--- src/rtl/refdiv_pkg.sv ---
package refdiv_pkg;

  typedef enum logic {
    RATIO_LONG  = 1'b0,
    RATIO_SHORT = 1'b1
  } ratio_e;

  function automatic int unsigned stage_limit(input int unsigned total);
    return total / 2;
  endfunction

endpackage

--- src/rtl/refdiv_half_stage.sv ---
module refdiv_half_stage (
  input  logic clk_ref,
  input  logic rst_n,
  output logic half_o
);
  logic half_q, half_d;

  always_comb begin
    half_d = ~half_q;
  end

  always_ff @(posedge clk_ref or negedge rst_n) begin
    if (!rst_n) half_q <= 1'b0;
    else        half_q <= half_d;
  end

  assign half_o = half_q;
endmodule

--- src/rtl/refdiv_ratio_hold.sv ---
module refdiv_ratio_hold
  import refdiv_pkg::*;
(
  input  logic   clk_ref,
  input  logic   rst_n,
  input  logic   sel_i,
  input  logic   load_i,
  output ratio_e ratio_o
);
  ratio_e ratio_q, ratio_d;

  always_comb begin
    ratio_d = ratio_q;
    if (load_i) ratio_d = ratio_e'(sel_i);
  end

  always_ff @(posedge clk_ref or negedge rst_n) begin
    if (!rst_n) ratio_q <= RATIO_LONG;
    else        ratio_q <= ratio_d;
  end

  assign ratio_o = ratio_q;
endmodule

--- src/rtl/refdiv_count_stage.sv ---
module refdiv_count_stage
  import refdiv_pkg::*;
#(
  parameter int unsigned LONG_STEPS  = 1024,
  parameter int unsigned SHORT_STEPS = 512
) (
  input  logic   clk_ref,
  input  logic   rst_n,
  input  logic   en_i,
  input  ratio_e ratio_i,
  output logic   idle_o,
  output logic   strobe_o
);
  localparam int unsigned CW = (LONG_STEPS > 2) ? $clog2(LONG_STEPS) : 1;
  localparam logic [CW-1:0] LONG_TC  = CW'(LONG_STEPS - 1);
  localparam logic [CW-1:0] SHORT_TC = CW'(SHORT_STEPS - 1);

  logic [CW-1:0] cnt_q, cnt_d;
  logic          strobe_q, strobe_d;
  logic [CW-1:0] tc;
  logic          at_tc;

  always_comb begin
    tc       = (ratio_i == RATIO_SHORT) ? SHORT_TC : LONG_TC;
    at_tc    = (cnt_q == tc);
    cnt_d    = cnt_q;
    strobe_d = 1'b0;
    if (en_i) begin
      if (at_tc) begin
        cnt_d    = '0;
        strobe_d = 1'b1;
      end else begin
        cnt_d    = cnt_q + 1'b1;
      end
    end
  end

  always_ff @(posedge clk_ref or negedge rst_n) begin
    if (!rst_n) begin
      cnt_q    <= '0;
      strobe_q <= 1'b0;
    end else begin
      cnt_q    <= cnt_d;
      strobe_q <= strobe_d;
    end
  end

  assign idle_o   = (cnt_q == '0);
  assign strobe_o = strobe_q;
endmodule

--- src/rtl/ref_ratio_divider.sv ---
module ref_ratio_divider
  import refdiv_pkg::*;
#(
  parameter int unsigned TOTAL_LONG  = 2048,
  parameter int unsigned TOTAL_SHORT = 1024
) (
  input  logic clk_ref,
  input  logic rst_n,
  input  logic ratio_sel,
  output logic half_clk,
  output logic cmp_strobe
);
  localparam int unsigned LONG_STEPS  = stage_limit(TOTAL_LONG);
  localparam int unsigned SHORT_STEPS = stage_limit(TOTAL_SHORT);

  logic   half_w;
  logic   idle_w;
  logic   load_w;
  ratio_e ratio_w;

  refdiv_half_stage u_half (
    .clk_ref (clk_ref),
    .rst_n   (rst_n),
    .half_o  (half_w)
  );

  // Ratio is taken in the first cycle of each period: counter at zero, prescaler low.
  assign load_w = idle_w & ~half_w;

  refdiv_ratio_hold u_hold (
    .clk_ref (clk_ref),
    .rst_n   (rst_n),
    .sel_i   (ratio_sel),
    .load_i  (load_w),
    .ratio_o (ratio_w)
  );

  refdiv_count_stage #(
    .LONG_STEPS  (LONG_STEPS),
    .SHORT_STEPS (SHORT_STEPS)
  ) u_cnt (
    .clk_ref  (clk_ref),
    .rst_n    (rst_n),
    .en_i     (half_w),
    .ratio_i  (ratio_w),
    .idle_o   (idle_w),
    .strobe_o (cmp_strobe)
  );

  assign half_clk = half_w;
endmodule

--- config.mk ---
export PLATFORM = sky130hd
export DESIGN_NAME = ref_ratio_divider
export DESIGN_NICKNAME = d
export VERILOG_FILES = /design/src/rtl/refdiv_pkg.sv /design/src/rtl/refdiv_half_stage.sv /design/src/rtl/refdiv_ratio_hold.sv /design/src/rtl/refdiv_count_stage.sv /design/src/rtl/ref_ratio_divider.sv
export SDC_FILE = /design/constraint.sdc
export NUM_CORES = 1
export LEC_CHECK = 0
export BUFFER_PORTS_ARGS = -buffer_cell sky130_fd_sc_hd__buf_2
export CAP_MARGIN = 5
export CORE_MARGIN = 2
export CORE_UTILIZATION = 49
export CTS_CLUSTER_SIZE = 25
export DETAILED_ROUTE_END_ITERATION = 12
export PLACE_DENSITY = 0.69
export RECOVER_POWER = 25
export SYNTH_ARGS = -nofsm -noshare
export SYNTH_HDL_FRONTEND = slang
export SYNTH_SLANG_ARGS = --single-unit
export TNS_END_PERCENT = 30
--- constraint.sdc ---
create_clock -name clk_ref -period 1.3 [get_ports clk_ref]
set_input_delay 0.195 -clock clk_ref [delete_from_list [all_inputs] [get_ports clk_ref]]
set_output_delay 0.195 -clock clk_ref [all_outputs]
set_load 0.02 [all_outputs]
==> results list, run 1 <==
- The run finished, with violations left.
- Violated checks: negative setup slack
- Entering global routing, the biggest net connects 14 pins.
* Initial cell density of the core: 51.78%
- The count of endpoints failing hold in the final timing report was 0.
* Placed cell count: 92
- Hold Crit Depth: 2
* Synthesis-stage register bit count: 13
* H-tree depth reported by CTS: 1
* Synthesized area divided by synthesized cell count: 10.43 µm²
- Cell breakdown of the critical path: ha_4 > and4_1 > or4_1 > mux2i_1
* Estimated wirelength of the detail-placed design: 1018 µm
- Via count of the first global-routing pass: 507
* Post-Syn Area: 656.9 µm²
- The clock net in this run drives a total of 13 sinks.
- TritonCTS built the clock tree.
- Number of buffers created by CTS: 3
- Count of synthesis-stage warnings from yosys: 0
* Routed length per instance: 15.07 µm
- The worst setup path is captured at a flip-flop.
* Area growth from synthesis to layout: 35.81%
- Share of cells above drive strength 1: 38.55%
- The critical path is of the flip-flop to flip-flop type.
* Area share of the largest cell type after synthesis: 49.52%
- Worst Hold Endpoint: u_hold.ratio_o$_DFFE_PN0P_
- Global routing used 23.88% of the available tracks across all layers.
- The biggest area contributor in the post-synthesis netlist is sky130_fd_sc_hd__dfrtp_1.
* First-iteration detailed-routing DRC count: 12
- Worst path arrival time: 1550 ps
* Max-slew violation total from the final report: 0
* Clk_skew: 0.8361 ps
- Share of the core filled with cells in the final layout: 70.32%
* Period minus WS final: 1335 ps
* Final routed DRC violation total: 0
- In the routed layout, each cell is associated on average with a via count of 5.837.
- In this run the deepest clock path goes through 2 buffers.
- Timing would allow up to 749.2 MHz.
- Vias post-DR: 572
- Clock tree synthesis selected as its root buffer the cell sky130_fd_sc_hd__clkbuf_4.
- RSZ-0062 raised after global routing: true
- In this run the power density over the cells is 765.7 mW/mm².
* Worst-path cell with the longest stage delay: sky130_fd_sc_hd__dfrtp_1
- Capturing point of the worst reg2reg path: u_cnt.cnt_q[9]$_DFFE_PN0P_
- Counting cells, the worst reg-to-reg path comes to 4.
* Final nets: 89
* Highest routed layer: met4
- The final layout contains routed wiring with a total length of 1477 µm.
- Horizontal die dimension: 40.62 µm
* Met3 layer wire length in the routed design: 61 µm
* Proportion of synthesized chip area in sequential cells: 49.52%
- Final weighted congestion in routability-driven placement: 0.7995
- Area of the placeable core: 0.001269 mm²
- In this run the critical register-to-register path is launched from u_cnt.cnt_q[1]$_DFFE_PN0P_.
- Final std cells w/o fill: 98
- STA puts the critical path data required time at 1510 ps.
- The first global-routing pass estimated 2366 µm of wire.
- Total Neg Setup Slack: -85.55 ps
- Critical Path Start Type: flip-flop
* Worst-margin pin slew: 709.6 ps
- Worst slew slack as a fraction of its limit: 52.69%
- Least setup slack across all paths after layout: -34.80 ps
- The count of buffers added on input and output ports is 4.
* Ant diodes: 0
- Worst hold path type: input pin to flip-flop
- Met2 WL: 697 µm
* Distinct cells, synth: 26
- # IOs: 5
- Global routing finished with a remaining overflow of 0.
- Minimum setup slack among reg-to-reg paths: -30 ps
- CTS clk-pin slew, worst paths: 80 ps
* MaxCap Viol Count: 0
* First-pass DRT Iterations: 4
- Antenna violations before repair: 0
* Worst-skew pair later-pin latency: 280 ps
- Setup violations remaining at the end of the flow were counted as 3.
- For this run, the slowest stage of the critical path takes 420 ps.
* Cell types occupying the most area after synthesis: sky130_fd_sc_hd__dfrtp_1, sky130_fd_sc_hd__xnor2_1, sky130_fd_sc_hd__nand2_1
- When the netlist entered floorplanning its net count stood at 68.
- After technology mapping, the gate count stands at 63.
* Placement row count: 13
- The final critical path takes up 102.7% of the cycle.
- Final antenna-violating net count: 0
* Layout fillers: 90
- In this run the static leakage power is 0.3771 nW.
* Peak supply drop: 0.4765 mV
- Wire length the detailed router placed on met1: 686 µm
- Vertical extent of the die: 40.62 µm
- In this run the worst path has a maximum fanout of 4.
* Floorplan die area: 0.001650 mm²
- Startpoint of the worst hold path: ratio_sel
==> power breakdown <==
group / total, mW / internal (mW) / switching (mW) / leakage [nW]
logic: 0.0187 / 0.00723 / 0.0115 / 0.199
registers: 0.408 / 0.405 / 0.00246 / 0.163
clock network: 0.256 / 0.119 / 0.137 / 0.0150
==> layout by cell type, fill, tap and decap left out, types with 2 or more instances in the layout <==
cell type	netlist	routed
sky130_fd_sc_hd__buf_4	1	12
sky130_fd_sc_hd__dfrtp_1	13	11
sky130_fd_sc_hd__nand2_1	8	8
sky130_fd_sc_hd__inv_1	4	4
sky130_fd_sc_hd__xnor2_1	4	3
sky130_fd_sc_hd__clkbuf_4	0	3
sky130_fd_sc_hd__buf_2	1	3
sky130_fd_sc_hd__nand3_2	0	2
sky130_fd_sc_hd__xor2_1	2	2
sky130_fd_sc_hd__nor2_1	2	2
sky130_fd_sc_hd__nor4_1	4	2
sky130_fd_sc_hd__nand4_1	2	2
sky130_fd_sc_hd__or4_1	2	2
sky130_fd_sc_hd__nor3_2	0	2
sky130_fd_sc_hd__o21ai_0	3	2
sky130_fd_sc_hd__clkbuf_1	0	2
sky130_fd_sc_hd__dfrtp_2	0	2
==> cells by family (layout without fill, tap and decap cells) <==
family	count (synthesis)	count (layout)	share of synthesized area, %
multiplexers	2	2	3.238
AO/OA/AOI/OAI	7	7	6.286
AND/OR/NAND/NOR	27	27	24.95
flip-flops	13	13	49.52
buffers and inverters	6	26	4.190
XOR/XNOR	6	6	8.000
adder cells (fa/ha/maj)	2	2	3.809
==> worst max-delay path by stage <==
| stage | from | endpoint | slack (ps) | cells past startpoint |
|---|---|---|---|---|
| 2_1_floorplan | u_cnt.cnt_q[0]$_DFFE_PN0P_ | u_cnt.cnt_q[9]$_DFFE_PN0P_ | -50 | 4 |
| 3_3_place_gp | u_cnt.cnt_q[0]$_DFFE_PN0P_ | u_cnt.cnt_q[8]$_DFFE_PN0P_ | -30 | 5 |
| 3_5_place_dp | u_cnt.cnt_q[1]$_DFFE_PN0P_ | u_cnt.cnt_q[8]$_DFFE_PN0P_ | -60 | 5 |
| 4_1_cts | u_cnt.cnt_q[1]$_DFFE_PN0P_ | u_cnt.cnt_q[9]$_DFFE_PN0P_ | -30 | 4 |
| 5_1_grt | u_cnt.cnt_q[0]$_DFFE_PN0P_ | u_cnt.cnt_q[9]$_DFFE_PN0P_ | -140 | 4 |
| 6_report | u_cnt.cnt_q[1]$_DFFE_PN0P_ | u_cnt.cnt_q[9]$_DFFE_PN0P_ | -30 | 4 |
==> cell usage after synthesis, drive strengths merged <==
cell    instances
mux2            1
or4             2
inv             4
xor2            2
o22ai           1
nand2           8
dfrtp          13
nor3            2
o21ai           3
or3             1
a211oi          1
o211ai          1
nand4b          1
nor2            2
buf             2
nor4            4
and4            1
a21oi           1
nand4           3
xnor2           4
ha              2
mux2i           1
nand3           3
==> critical path, delay by kind of cell, from the launching register on <==
kind | cells | cell delay [ps]
adders and majority gates | 1 | 190
muxes | 1 | 130
DFF | 1 | 420
and+or+nand+nor | 2 | 520
==> sequential cells by signal, summed over array words and instances, names as in the netlist <==
register	flops
u_hold.ratio_o	1
u_half.half_o	1
u_cnt.cnt_q	10
u_cnt.strobe_o	1
==> what timing repair did <==
item / in CTS / in global routing
hold buffers: 1 / 0
resized for setup: 4 / 7
buffers inserted: 1 / 0
hold endpoints to repair: 13 / 0
pin swaps: 1 / 1
setup endpoints to repair: 5 / 8
==> metrics by stage <==
stage               hold WS, ps  worst slack [ps]  power (mW)  instance area [µm²]
detailed placement        99.95            -61.54      0.4311                792.0
CTS                       146.9            -29.17      0.6875                855.8
floorplan                -100.6            -45.53      0.4191                679.4
global placement          97.57            -28.82      0.4311                792.0
finish                    150.2            -34.80      0.6831                892.1
global route              155.1            -144.4      0.7229                892.1
==> final cells by class <==
| class | instances | area [µm²] | share of cell area [%] |
|---|---|---|---|
| flip-flops and latches | 13 | 327.8 | 36.75 |
| inverters | 4 | 15.01 | 1.683 |
| well taps | 15 | 18.77 | 2.104 |
| repair buffers | 18 | 130.1 | 14.59 |
| clock buffers | 4 | 26.28 | 2.945 |
| multi-input cells | 44 | 374.1 | 41.94 |
==> per-layer routing <==
layer,vias to the layer above,track usage [%]
li1,265,-
met5,-,0
met3,5,8.152
met1,287,30.93
met2,15,34.92
met4,0,12.50
Note: power is estimated with default switching activity, not from simulation.
==> run 2: changes to the inputs <==
--- a/config.mk
+++ b/config.mk
@@ -5,13 +5,15 @@
 export SDC_FILE = /design/constraint.sdc
 export NUM_CORES = 1
 export LEC_CHECK = 0
+export ABC_AREA = 1
 export BUFFER_PORTS_ARGS = -buffer_cell sky130_fd_sc_hd__buf_2
 export CAP_MARGIN = 5
+export CORE_ASPECT_RATIO = 1.1
 export CORE_MARGIN = 2
-export CORE_UTILIZATION = 49
+export CORE_UTILIZATION = 51
 export CTS_CLUSTER_SIZE = 25
 export DETAILED_ROUTE_END_ITERATION = 12
-export PLACE_DENSITY = 0.69
+export PLACE_DENSITY = 0.71
 export RECOVER_POWER = 25
 export SYNTH_ARGS = -nofsm -noshare
 export SYNTH_HDL_FRONTEND = slang
==> results list, run 2 <==
- Cell types occupying the most area after synthesis: sky130_fd_sc_hd__dfrtp_1, sky130_fd_sc_hd__nand2_1, sky130_fd_sc_hd__nor2_1
- The via count of the first global-routing pass is 513 (+1.2%).
- Most numerous cell types in the synthesized netlist: sky130_fd_sc_hd__nand2_1, sky130_fd_sc_hd__nor2_1, sky130_fd_sc_hd__inv_1, sky130_fd_sc_hd__dfrtp_1, sky130_fd_sc_hd__nand3_1
* Max-slew violation total from the final report: 0 (unchanged)
- The sum of negative setup slack is 0 ps (+85.55 ps).
- # port buffers: 4 (unchanged)
* Final antenna-violating net count: 0 (unchanged)
- The post-route minimum period is 1219 ps (-116.1 ps).
- The number of filler instances in the final layout came to 130 (+44%).
- Worst-path cell with the longest stage delay: sky130_fd_sc_hd__dfrtp_1
- The overall global routing resource usage is 20.30% (-3.6 points).
- Horizontal die dimension: 40.28 µm (-0.84%)
* Number of buffers created by CTS: 3 (unchanged)
* Post-route total power: 0.6698 mW (-1.9%)
- Number of flops mapped to enable cells by yosys: 0 (unchanged)
- The distinct cell type count of the synthesized netlist is 15 (-42%).
* Area share of the largest cell type after synthesis: 44.07% (-5.5 points)
- Most frequent cells in the layout: sky130_fd_sc_hd__nand2_1, sky130_fd_sc_hd__nor2_1, sky130_fd_sc_hd__inv_1
* Endpoint required time on the critical path: 1460 ps (-50 ps)
- The number of setup violations in the final report came to 0 (-3).
- The flip-flop count of the largest register after layout was 10 (unchanged).
- The setup path with the least slack is of type flip-flop to flip-flop.
- The CTS H-tree depth is 1 (unchanged).
* DR vias/cell: 4.967 (-15%)
* Result of the run: completed
- The synthesis-stage register bit count is 13 (unchanged).
- Routed length per instance: 11.66 µm (-23%)
- Most used DFF post-synth: sky130_fd_sc_hd__dfrtp_1
* Final routed DRC violation total: 0 (unchanged)
* Startpoint of the most critical setup path: u_cnt.cnt_q[1]$_DFFE_PN0P_
- The number of ports placed on the die boundary came to 5 (unchanged).
- Top achievable clock speed: 820.5 MHz (+9.5%)
- Placement row count: 14 (+1)
- Top reg by flops: u_cnt.cnt_q
* Floorplan die area: 0.001768 mm² (+7.2%)
* Leakage power figure: 0.4178 nW (+11%)
- The die span in y is 43.91 µm (+8.1%).
- Leaving out fill and tap cells, the most frequent cell in the layout is sky130_fd_sc_hd__nand2_1.
* MaxCap Viol Count: 0 (unchanged)
- The relative max-transition margin came to 53.37% (+0.68 points).
* Final nets: 113 (+27%)
- The min-delay analysis places its worst path in the category input pin to flip-flop.
- The number of search-and-repair iterations in the first detailed-routing pass came to 4 (unchanged).
- Worst path arrival time: 1380 ps (-170 ps)
- Largest area contributor in the synthesized netlist: sky130_fd_sc_hd__dfrtp_1
* Startpoint of the worst hold path: ratio_sel
* Longest Clk Path Bufs: 2 (unchanged)
- The count of endpoints failing hold in the final timing report is 0 (unchanged).
- The cell family contributing the most delay on the critical path is flip-flops.
- The share of synthesized area occupied by flip-flops and latches is 44.07% (-5.5 points).
* Congestion Overflow GR: 0 (unchanged)
- Area of the placeable core: 0.001366 mm² (+7.7%)
* Pwr dens: 787.3 mW/mm² (+2.8%)
- The initial detailed-routing violation count is 9 (-3).
- The number of placed instances, taps included is 117 (+27%).
- CTS tree: done
- The clock insertion delay at the later pin of the skew report came to 280 ps (about the same).
- Cell with the most instances after synthesis: sky130_fd_sc_hd__nand2_1
- The biggest cell delay along the critical path was 390 ps (-30 ps).
- Worst-margin pin slew: 699.4 ps (-10.20 ps)
- Estimated wirelength of the detail-placed design: 1059 µm (+4.0%)
* RSZ-0062 raised after global routing: false
- The net count after synthesis came to 100 (+47%).
- The number of sinks driven by the clock tree came to 13 (unchanged).
- The initial antenna violation count came to 0 (unchanged).
- Post-Syn Instances: 95 (+51%)
- The startpoint identified for the worst register-to-register timing path is u_cnt.cnt_q[1]$_DFFE_PN0P_.
* Area growth from synthesis to layout: 15.25%
- Biggest fanout along the worst timing path: 4 (unchanged)
* Final weighted congestion in routability-driven placement: 0.8550 (+6.9%)
* CTS clk-pin slew, worst paths: 80 ps (about the same)
- Vias post-DR: 611 (+6.8%)
* Initial cell density of the core: 54.03% (+2.3 points)
- Post-Syn Area: 738.2 µm² (+12%)
* First-pass GRT wire length: 2297 µm (-2.9%)
* Critical path endpoint category: flip-flop
* Ant diodes: 0 (unchanged)
- Seq. cell area: 325.3 µm² (-0.76%)
- Critical Path Start Type: flip-flop
* Largest net degree at the start of global routing: 14 (unchanged)
- Final std cells w/o fill: 123 (+26%)
* Synthesized area divided by synthesized cell count: 7.771 µm² (-25%)
- Count of synthesis-stage warnings from yosys: 0 (unchanged)
- Peak supply drop: 0.7640 mV (+60%)
* DRT Wirelength: 1434 µm (-2.9%)
* Total area of multi-input combinational cells: 375.4 µm² (+0.33%)
- The worst clock skew is 6.465 ps (+5.629 ps).
- The proportion of layout cells with a drive suffix above 1 is 18.69% (-20 points).
- The root buffer cell chosen for the clock tree is sky130_fd_sc_hd__clkbuf_4.
- The final clock period utilization by the worst path is 93.75% (-8.9 points).
- Post-synthesis async set-or-reset flop share: 100.0% (unchanged)
- The worst path buffer plus inverter count is 2 (+2).
- Cell breakdown of the critical path: buf_4 > inv_1 > ha_1 > nand3_1 > nor3_1 > nor2_1
[run 2: repair_timing]
item,in CTS,in global routing
endpoints found under the hold margin,13,0
hold buffers,1,0
gates resized for setup,0,3
buffers inserted,0,1
endpoints found under the setup margin,0,4
[run 2: kinds of logic after synthesis]
family	Yosys count	share of synthesized area, %
DFF	13	44.07
adders and majority gates	2	3.389
buffers and inverters	14	7.119
xor gates and xnor gates	5	5.932
and+or+nand+nor	61	39.49
[run 2: through the flow]
step	setup slack (ps)	utilization [%]	area (µm²)	hold slack, ps
6_report	81.25	62.27	850.8	176.0
2_1_floorplan	107.5	-	738.2	-100.6
4_1_cts	41.01	60.71	829.5	168.8
5_1_grt	8.252	62.27	850.8	170.5
3_3_place_gp	106.4	58.06	793.3	92.24
3_5_place_dp	63.93	58.06	793.3	94.39
[run 2: worst paths after layout]
| kind | cells after the start | endpoint | slack, ps |
|---|---|---|---|
| max | 6 | u_hold.ratio_o$_DFFE_PN0P_ | 80 |
| min | 3 | u_hold.ratio_o$_DFFE_PN0P_ | 180 |
| max reg2reg | 6 | u_hold.ratio_o$_DFFE_PN0P_ | 80 |
| min reg2reg | 1 | u_cnt.cnt_q[6]$_DFFE_PN0P_ | 550 |
| max in group asynchronous | 2 | u_hold.ratio_o$_DFFE_PN0P_ | 380 |
| min in group asynchronous | 2 | u_cnt.cnt_q[4]$_DFFE_PN0P_ | 470 |
[run 2: final cells by class]
cell class	count	share of cell area, %
Clock buffer	4	3.088
Timing Repair Buffer	8	6.029
Sequential cell	13	38.24
Tap cell	16	2.353
Multi-Input combinational cell	68	44.12
Inverter	14	6.176
[run 2: power by group]
part	internal (mW)	switching, mW
Combinational	0.00574	0.0102
Clock	0.119	0.128
Sequential	0.406	0.00102
Total	0.531	0.139
[run 2: layer usage]
metal,global-route usage (%),up-vias,wire length [µm]
met3,6.154,4,33
met4,14.00,0,53
met2,27.42,10,678
met1,27.15,286,667
met5,0,-,0
li1,-,311,-
[run 2: worst min-delay path, cell delays in order]
cell	delay (ps)
sky130_fd_sc_hd__buf_2	80
sky130_fd_sc_hd__nor3_1	40
sky130_fd_sc_hd__nor2_1	90
==> run 3: changes to the inputs <==
--- a/config.mk
+++ b/config.mk
@@ -9,7 +9,7 @@
 export BUFFER_PORTS_ARGS = -buffer_cell sky130_fd_sc_hd__buf_2
 export CAP_MARGIN = 5
 export CORE_ASPECT_RATIO = 1.1
-export CORE_MARGIN = 2
+export CORE_MARGIN = 3
 export CORE_UTILIZATION = 51
 export CTS_CLUSTER_SIZE = 25
 export DETAILED_ROUTE_END_ITERATION = 12
==> results list, run 3 (same netlist as run 2, synthesis figures left out) <==
- The maximum fanout count along the critical path is 5 (+1).
- The die area was 0.001941 mm² (+9.7%).
- Critical Path Start Type: flip-flop
* Vertical extent of the die: 45.91 µm (+4.6%)
* Antenna violations before repair: 0 (unchanged)
- The post-CTS setup-driven buffer insertion count was 0 (unchanged).
- Hold_ws: 173.9 ps (-2.097 ps)
- The area of the core region is 0.001269 mm² (-7.1%).
- Congestion Overflow GR: 0 (unchanged)
- MaxCap Viol Count: 0 (unchanged)
- Layout fillers: 111 (-15%)
- The worst setup path is of the flip-flop to flip-flop kind.
- Longest Clk Path Bufs: 2 (unchanged)
- Max-slew violation total from the final report: 0 (unchanged)
* Total area of multi-input combinational cells: 380.4 µm² (+1.3%)
- The vias after detailed routing came to 626 (+2.5%).
- Worst slew slack as a fraction of its limit: 51.46% (-1.9 points)
- Minimum setup slack among reg-to-reg paths: 100 ps (+20 ps)
* Top achievable clock speed: 831.4 MHz (+1.3%)
- DR vias/cell: 5.174 (+4.1%)
- Worst hold path type: input pin to flip-flop
- First-pass DRT Iterations: 4 (unchanged)
* Placement row count: 13 (-1)
* Post-route fraction of the period consumed by the critical path: 92.52% (-1.2 points)
- Result of the run: completed
- Estimated wirelength of the detail-placed design: 1093 µm (+3.2%)
- Cell at the root of the clock tree: sky130_fd_sc_hd__clkbuf_4
- Seq. cell area: 325.3 µm² (unchanged)
- Routed length per instance: 12.05 µm (+3.4%)
- Largest net degree at the start of global routing: 14 (unchanged)
* CTS clk-pin slew, worst paths: 80 ps (about the same)
- The required time reported for the critical path endpoint came to 1470 ps (about the same).
- Relative to the synthesized area, the layout overhead comes to 14.75%.
- The port buffer count came to 4 (unchanged).
- The proportion of layout cells with a drive suffix above 1 was 20.75% (+2.1 points).
* Most frequent standard cell in the layout excluding fill and tap cells: sky130_fd_sc_hd__nand2_1
- The leakage power of the design came to 0.4125 nW (-1.3%).
- The number of ports placed on the die boundary is 5 (unchanged).
* Critical path endpoint category: flip-flop
- Ranked by flip-flop count, first place goes to u_cnt.cnt_q.
- Via count of the first global-routing pass: 630 (+23%)
- The worst clock skew is 5.548 ps (-0.9165 ps).
- RSZ-0062 raised after global routing: true
- Number of buffers created by CTS: 3 (unchanged)
- The final weighted congestion of routability-driven global placement came to 0.8209 (-4.0%).
* Total Neg Setup Slack: 0 ps (unchanged)
- Most frequent cells in the layout: sky130_fd_sc_hd__nand2_1, sky130_fd_sc_hd__nor2_1, sky130_fd_sc_hd__inv_1
- The number of antenna cells inserted was 0 (unchanged).
- The number of setup violations in the final report was 0 (unchanged).
- The arrival time at the worst endpoint is 1370 ps (about the same).
* Final antenna-violating net count: 0 (unchanged)
- Share of the core filled with cells in the final layout: 66.77% (+4.5 points)
* Peak supply drop: 0.4669 mV (-39%)
* Number of endpoints with negative hold slack in the final report: 0 (unchanged)
- Worst-skew pair later-pin latency: 280 ps (about the same)
- The slew at the pin with the worst max-slew slack was 728.2 ps (+28.77 ps).
* Number of flip-flops in the largest register: 10 (unchanged)
- Final nets: 112 (-0.88%)
* H-tree depth reported by CTS: 1 (unchanged)
* Placed cell count: 116 (-0.85%)
* Horizontal die dimension: 42.28 µm (+5.0%)
- The residual DRC count came to 0 (unchanged).
- CTS sink cnt: 13 (unchanged)
- The ratio of total power to cell area is 797.0 mW/mm² (+1.2%).
* DRT Wirelength: 1458 µm (+1.7%)
- The overall global routing resource usage came to 18.79% (-1.5 points).
- Initial cell density of the core: 58.19% (+4.2 points)
- The initial detailed-routing violation count was 24 (+15).
- First-pass GRT wire length: 2677 µm (+17%)
- The final standard cell count with taps included and fillers excluded was 121 (-1.6%).
- CTS tree: done
- Period minus WS final: 1203 ps (-15.95 ps)
## run 3: cell count changes in the layout (fill, tap and decap cells not counted), sizes merged
cell / change
buf: -1
## run 3: area by class of cell
type | instances | area share (%)
clock buffer | 4 | 3.102
tap | 15 | 2.216
timing repair buffer | 7 | 5.170
inverter | 14 | 6.204
multi-input combinational | 68 | 44.90
sequential | 13 | 38.40
## run 3: timing repair
item                                    4_1_cts  5_1_grt
resized for setup                             0        5
hold buffers                                  1        0
hold endpoints to repair                     13        0
endpoints found under the setup margin        0        5
## run 3: metrics by stage
stage	setup WS (ps)	cell area [µm²]	power (mW)
finish	97.20	847.1	0.6751
global route	-5.366	847.1	0.7030
CTS	70.15	828.3	0.6832
detailed placement	80.05	792.0	0.4301
global placement	103.9	792.0	0.4296
floorplan	107.5	738.2	0.4180
## run 3: path summary, 6_finish.rpt
kind | cells past startpoint | startpoint | to
min in group asynchronous | 2 | rst_n | u_cnt.cnt_q[3]$_DFFE_PN0P_
worst min-delay path | 3 | ratio_sel | u_hold.ratio_o$_DFFE_PN0P_
worst min register to register | 1 | u_cnt.cnt_q[6]$_DFFE_PN0P_ | u_cnt.cnt_q[6]$_DFFE_PN0P_
max in group asynchronous | 2 | rst_n | u_cnt.cnt_q[7]$_DFFE_PN0P_
worst max register to register | 6 | u_cnt.cnt_q[0]$_DFFE_PN0P_ | u_hold.ratio_o$_DFFE_PN0P_
worst max-delay path | 6 | u_cnt.cnt_q[0]$_DFFE_PN0P_ | u_hold.ratio_o$_DFFE_PN0P_
## run 3: layer usage
metal | vias to the layer above | wire length (µm) | GRT usage [%]
met4 | 0 | 42 | 11.80
met1 | 289 | 636 | 21.52
met5 | - | 0 | 0
met2 | 20 | 708 | 32.52
met3 | 5 | 71 | 3.557
li1 | 312 | - | -
## run 3: worst max-delay path, stage by stage, from the launching register on
cell and delay, ps:
sky130_fd_sc_hd__dfrtp_1 390, sky130_fd_sc_hd__buf_4 150, sky130_fd_sc_hd__inv_1 70, sky130_fd_sc_hd__ha_1 160, sky130_fd_sc_hd__nand3_2 100, sky130_fd_sc_hd__nor3_2 160, sky130_fd_sc_hd__nor2_1 60
## run 3: power breakdown
| part | switching, mW | internal [mW] |
|---|---|---|
| clock network | 0.132 | 0.119 |
| logic | 0.0113 | 0.00577 |
| registers | 0.00121 | 0.406 |
| total | 0.144 | 0.531 |
